===== src/rtl/i2c_irq_pkg.sv =====
package i2c_irq_pkg;
  localparam int EVT_W = 8;
  localparam int ERR_W = 4;
  localparam int IEN_W = 3;
  // event flag bit positions
  localparam int F_START = 0;
  localparam int F_ADDR  = 1;
  localparam int F_HDR10 = 2;
  localparam int F_STOP  = 3;
  localparam int F_BYTE  = 4;
  localparam int F_TXE   = 5;
  localparam int F_RXNE  = 6;
  localparam int F_WAKE  = 7;
  // enable bit positions
  localparam int E_ERR = 0;
  localparam int E_EVT = 1;
  localparam int E_BUF = 2;
endpackage


===== src/rtl/i2c_irq_enreg.sv =====
module i2c_irq_enreg
  import i2c_irq_pkg::*;
#(
  parameter int ADDR_W = 4,
  parameter int DATA_W = 8,
  parameter logic [ADDR_W-1:0] IEN_ADDR = 'hA
) (
  input  logic              clk,
  input  logic              rst_n,
  input  logic [ADDR_W-1:0] bus_addr,
  input  logic              bus_wr,
  input  logic              bus_rd,
  input  logic [DATA_W-1:0] bus_wdata,
  output logic [DATA_W-1:0] bus_rdata,
  output logic [IEN_W-1:0]  ien,
  output logic              ien_wr
);
  localparam logic [DATA_W-1:0] MASK = DATA_W'((1 << IEN_W) - 1);

  logic [DATA_W-1:0] ien_q, ien_d;
  logic              hit, wr_en;

  always_comb begin
    hit   = (bus_addr == IEN_ADDR);
    wr_en = bus_wr && hit;
    ien_d = bus_wdata & MASK;
  end

  always_ff @(posedge clk or negedge rst_n) begin
    if (!rst_n)     ien_q <= '0;
    else if (wr_en) ien_q <= ien_d;
  end

  assign bus_rdata = (bus_rd && hit) ? ien_q : '0;
  assign ien       = ien_q[IEN_W-1:0];
  assign ien_wr    = wr_en;

  // a write lands with reserved bits zero
  a_r2_write_lands: assert property (@(posedge clk) disable iff (!rst_n)
    (bus_wr && bus_addr == IEN_ADDR) |=>
      (ien_q[IEN_W-1:0] == $past(bus_wdata[IEN_W-1:0])) && (ien_q[DATA_W-1:IEN_W] == '0));
endmodule


===== src/rtl/i2c_irq_combine.sv =====
module i2c_irq_combine
  import i2c_irq_pkg::*;
(
  input  logic             clk,
  input  logic             rst_n,
  input  logic [IEN_W-1:0] ien,
  input  logic [EVT_W-1:0] evt_flags,
  input  logic [ERR_W-1:0] err_flags,
  output logic             evt_irq,
  output logic             err_irq
);
  logic evt_q, evt_d, err_q, err_d;
  logic buf_act, byte_ok, buf_ok, plain;

  always_comb begin
    buf_act = evt_flags[F_TXE] | evt_flags[F_RXNE];
    byte_ok = evt_flags[F_BYTE] & ~buf_act;
    buf_ok  = ien[E_BUF] & buf_act;
    plain   = evt_flags[F_START] | evt_flags[F_ADDR] | evt_flags[F_HDR10]
            | evt_flags[F_STOP]  | evt_flags[F_WAKE];
    evt_d   = ien[E_EVT] & (plain | byte_ok | buf_ok);
    err_d   = ien[E_ERR] & (|err_flags);
  end

  always_ff @(posedge clk or negedge rst_n) begin
    if (!rst_n) begin
      evt_q <= 1'b0;
      err_q <= 1'b0;
    end else begin
      evt_q <= evt_d;
      err_q <= err_d;
    end
  end

  // wakeup bypasses the register so it works with the clock stopped
  assign evt_irq = evt_q | (ien[E_EVT] & evt_flags[F_WAKE]);
  assign err_irq = err_q;

  // error line held low while its enable is clear
  a_r6_err_gated: assert property (@(posedge clk) disable iff (!rst_n)
    !ien[E_ERR] |=> !err_q);

  // buffer flags alone cannot raise the event line without the buffer enable (covers R4 too)
  a_r5_buf_gated: assert property (@(posedge clk) disable iff (!rst_n)
    (!ien[E_BUF] && evt_flags[F_STOP:F_START] == '0 && !evt_flags[F_WAKE] && buf_act) |=> !evt_q);
endmodule


===== src/rtl/i2c_irq_addr_seq.sv =====
module i2c_irq_addr_seq (
  input  logic clk,
  input  logic rst_n,
  input  logic sr1_rd,
  input  logic sr3_rd,
  input  logic disarm,
  output logic addr_clr
);
  logic armed_q, armed_d, clr_q, clr_d;

  always_comb begin
    clr_d = sr3_rd & armed_q;
    if (disarm)      armed_d = 1'b0;
    else if (sr1_rd) armed_d = 1'b1;
    else if (sr3_rd) armed_d = 1'b0;
    else             armed_d = armed_q;
  end

  always_ff @(posedge clk or negedge rst_n) begin
    if (!rst_n) begin
      armed_q <= 1'b0;
      clr_q   <= 1'b0;
    end else begin
      armed_q <= armed_d;
      clr_q   <= clr_d;
    end
  end

  assign addr_clr = clr_q;

  // a clear pulse always follows a status-3 read
  a_r9_clr_after_sr3: assert property (@(posedge clk) disable iff (!rst_n)
    addr_clr |-> $past(sr3_rd));
endmodule


===== src/rtl/i2c_irq_gen.sv =====
module i2c_irq_gen
  import i2c_irq_pkg::*;
#(
  parameter int ADDR_W = 4,
  parameter int DATA_W = 8,
  parameter logic [ADDR_W-1:0] IEN_ADDR = 'hA
) (
  input  logic              clk,
  input  logic              rst_n,
  input  logic [ADDR_W-1:0] bus_addr,
  input  logic              bus_wr,
  input  logic              bus_rd,
  input  logic [DATA_W-1:0] bus_wdata,
  output logic [DATA_W-1:0] bus_rdata,
  input  logic              sr1_rd,
  input  logic              sr3_rd,
  input  logic [EVT_W-1:0]  evt_flags,
  input  logic [ERR_W-1:0]  err_flags,
  output logic              evt_irq,
  output logic              err_irq,
  output logic              addr_clr
);
  logic [IEN_W-1:0] ien;
  logic             ien_wr;

  i2c_irq_enreg #(.ADDR_W(ADDR_W), .DATA_W(DATA_W), .IEN_ADDR(IEN_ADDR)) u_enreg (
    .clk(clk), .rst_n(rst_n), .bus_addr(bus_addr), .bus_wr(bus_wr), .bus_rd(bus_rd),
    .bus_wdata(bus_wdata), .bus_rdata(bus_rdata), .ien(ien), .ien_wr(ien_wr));

  i2c_irq_combine u_comb (
    .clk(clk), .rst_n(rst_n), .ien(ien), .evt_flags(evt_flags), .err_flags(err_flags),
    .evt_irq(evt_irq), .err_irq(err_irq));

  i2c_irq_addr_seq u_seq (
    .clk(clk), .rst_n(rst_n), .sr1_rd(sr1_rd), .sr3_rd(sr3_rd), .disarm(ien_wr),
    .addr_clr(addr_clr));
endmodule


===== config.mk =====
export PLATFORM = sky130hd
export DESIGN_NAME = i2c_irq_gen
export DESIGN_NICKNAME = d
export VERILOG_FILES = /design/src/rtl/i2c_irq_pkg.sv /design/src/rtl/i2c_irq_enreg.sv /design/src/rtl/i2c_irq_combine.sv /design/src/rtl/i2c_irq_addr_seq.sv /design/src/rtl/i2c_irq_gen.sv
export SDC_FILE = /design/constraint.sdc
export NUM_CORES = 1
export LEC_CHECK = 0
export CAP_MARGIN = 10
export CORE_MARGIN = 2
export CORE_UTILIZATION = 27
export CTS_BUF_LIST = sky130_fd_sc_hd__clkbuf_8 sky130_fd_sc_hd__clkbuf_16
export CTS_CLUSTER_SIZE = 12
export DETAILED_ROUTE_END_ITERATION = 6
export PLACE_DENSITY_LB_ADDON = 0.1
export SYNTH_ARGS = -nofsm -noshare
export SYNTH_HDL_FRONTEND = slang
export SYNTH_SLANG_ARGS = --single-unit

===== constraint.sdc =====
create_clock -name clk -period 1.5 [get_ports clk]
set_input_delay 0.3 -clock clk [delete_from_list [all_inputs] [get_ports clk]]
set_output_delay 0.3 -clock clk [all_outputs]
set_load 0.01 [all_outputs]

==> metrics.txt <==
die width=40.3 um; CTS tree=built; layout cells sized above 1=0.185; Post-synth ARST share=1.00; status=finished clean; final setup violating endpoints=0; Fin. Hold Viols=0; die area=between 1500 and 2000 um2; vias in the first global route=just under 300; Flop pwr share=0.374; cells after synthesis=31; Clk network pwr share=0.389; Final Cycle Share=0.957; H-tree depth=1; DR vias/cell=about 4.3; Yosys warning count=0; DRC violations left=0; final WL=about 850 um; Area Growth Syn to Fin=92.6%; internal power=511 uW; Hold/Removal Path Class=in -> async; crit path DAT=between 1 and 1.5 ns; placer congestion estimate=between 0.6 and 0.7; Port Buffers=30; most numerous cell in the Yosys netlist=dfrtp_1; clock-pin slew on the worst setup and hold paths=approximately 0.040 ns; Slew Limit Fails=0; GRT Total Usage=0.121; switching power=about 140 uW; drt first pass iters=2; pre-CTS WS=-0.507 ns; antenna-violating nets left=0; number of buffers created by CTS=3; data required time of the worst path=approximately 1.2 ns; initial antenna violation count=0; core area=between 1000 and 1500 um2; maximum VDD drop=0.000630 V; post-synthesis sequential area ratio=0.493; setup slack after layout=~0.064 ns; RSZ-0062 raised after global routing=no; crit-path max FO=2; Top Family by Delay on Critical Path=buffers and inverters; flop-to-flop setup slack=about 0.50 ns; FF+latch count, synth=7; hold buffers post-CTS=0; Net Sw Frac=0.218; Worst path depth=3; final core utilization=0.539; biggest area consumer among synthesized cells=dfrtp_1; Distinct cells, synth=15; nets@finish=96; Syn Area/Cell=between 10 and 15 um2; most frequent cells after synthesis=dfrtp_1, buf_4, mux2_2; largest cells by area after synthesis=dfrtp_1, mux2_2, buf_4, and3_1, and4bb_2; final setup skew=0.00152 ns; netlist area before placement=around 360 um2; max incr delay on CP=0.49 ns; Buffers & Inverters on Critical Path=2; Static Leakage=~0.00033 uW; Initial Util=0.280; Peak Freq=about 0.7 GHz; Clock Path Buffers=2; Skew-Pair Late Insertion Delay=0.22 ns; GRT overflow=0; Diodes inserted=0; Most used DFF post-synth=dfrtp_1; DRT iter0 DRCs=3; type of destination of the critical path=output pin; Final Critical Period=between 1 and 1.5 ns; power density over cell area=between 900 and 1000 nW/um2; root buf cell=clkbuf_8; Max-Cap Viols=0; worst setup path class=in -> out; first-pass GRT wire length=around 1200 um; Routed WL per cell=about 11 um; post-synth top area share=0.493; Comb pwr share=0.237; pin count of the biggest net entering global routing=8; Worst setup SP type=input port; total number of vias=about 340; Sink Count=7; CP max stage cell=clkdlybuf4s50_1; Post-synth EDFFs=0; Row Count=13; worst-case reg-to-reg path depth=2; CP Cell Sequence=clkdlybuf4s50_1 -> a21o_1 -> clkdlybuf4s15_1; I/O pins=roughly 40; Die H=a little over 40 um
## path summary, 6_finish.rpt
| check | from | to |
|---|---|---|
| min in group clk | u_seq.armed_q$_DFFE_PN0P_ | u_seq.addr_clr$_DFF_PN0_ |
| min reg2reg | u_seq.armed_q$_DFFE_PN0P_ | u_seq.addr_clr$_DFF_PN0_ |
| max in group asynchronous | rst_n | u_comb.evt_q$_DFF_PN0_ |
| max | evt_flags[7] | evt_irq |
| min | rst_n | u_seq.addr_clr$_DFF_PN0_ |
| max reg2reg | u_enreg.ien_q[2]$_DFFE_PN0P_ | u_comb.evt_q$_DFF_PN0_ |
## cell usage in the layout (no fill, tap or decap), types with 2 or more instances in the layout
cell type,count
dfrtp_1,7
clkdlybuf4s50_1,22
inv_1,2
a21oi_1,2
mux2_2,4
clkbuf_8,3
and3_1,3
dlygate4sd2_1,4
buf_2,3
conb_1,5
## stage by stage
stage	instances	power, uW	hold slack [ns]	cell area, um2	setup TNS, ns
after global routing	80	698	0.356	684	0
after detailed placement	76	413	0.474	659	-2.57
after global placement	76	412	0.467	659	-2.53
after floorplan	35	312	0.00441	370	0
after CTS	80	665	0.350	683	0
final	80	653	0.339	684	0
## power groups by stage
stage	logic (uW)	clock network, uW	registers, uW
2_1_floorplan	66.4	0	246
3_3_place_gp	164	0	248
3_5_place_dp	166	0	247
4_1_cts	156	264	245
5_1_grt	172	276	249
6_report	155	254	244
## per-layer routing
metal	vias up	track usage	routed length, um
met5	-	0	0
met4	0	0.100	25
met3	4	0.0778	118
met2	18	0.198	429
met1	154	0.102	278
li1	168	-	-
## logic make-up (layout without fill, tap and decap cells)
group           Yosys count  in the layout  synth area share
compound gates            5              5             0.106
buf+inv                   6             36             0.116
simple gates              8              8             0.148
other cells               1              5            0.0106
flops                     7              7             0.493
mux                       4              4             0.127
## sequential cells by signal (all words and copies together), names as in the netlist
signal	count
u_enreg.ien_q	3
u_seq.addr_clr	1
u_comb.err_irq	1
u_comb.evt_q	1
u_seq.armed_q	1
## layout make-up
type / count / area, um2
Clock buffer: 3 / 41.3
Clock inverter: 1 / 3.75
Fill cell: 122 / 584
Inverter: 1 / 3.75
Multi-Input combinational cell: 22 / 154
Sequential cell: 7 / 175
Tap cell: 15 / 18.8
Timing Repair Buffer: 31 / 288
## worst register-to-register path: cells and delay by family, from the launching register on
| family | cells | cell delay, ns |
|---|---|---|
| multiplexers | 1 | 0.27 |
| AO/OA/AOI/OAI | 1 | 0.23 |
| flip-flops | 1 | 0.39 |
## timing repair
action	4_1_cts	5_1_grt
endpoints found under the setup margin	7	1
buffers inserted	0	0
resized for setup	17	1
pin swaps	2	0
Note: power is estimated with default switching activity, not from simulation.
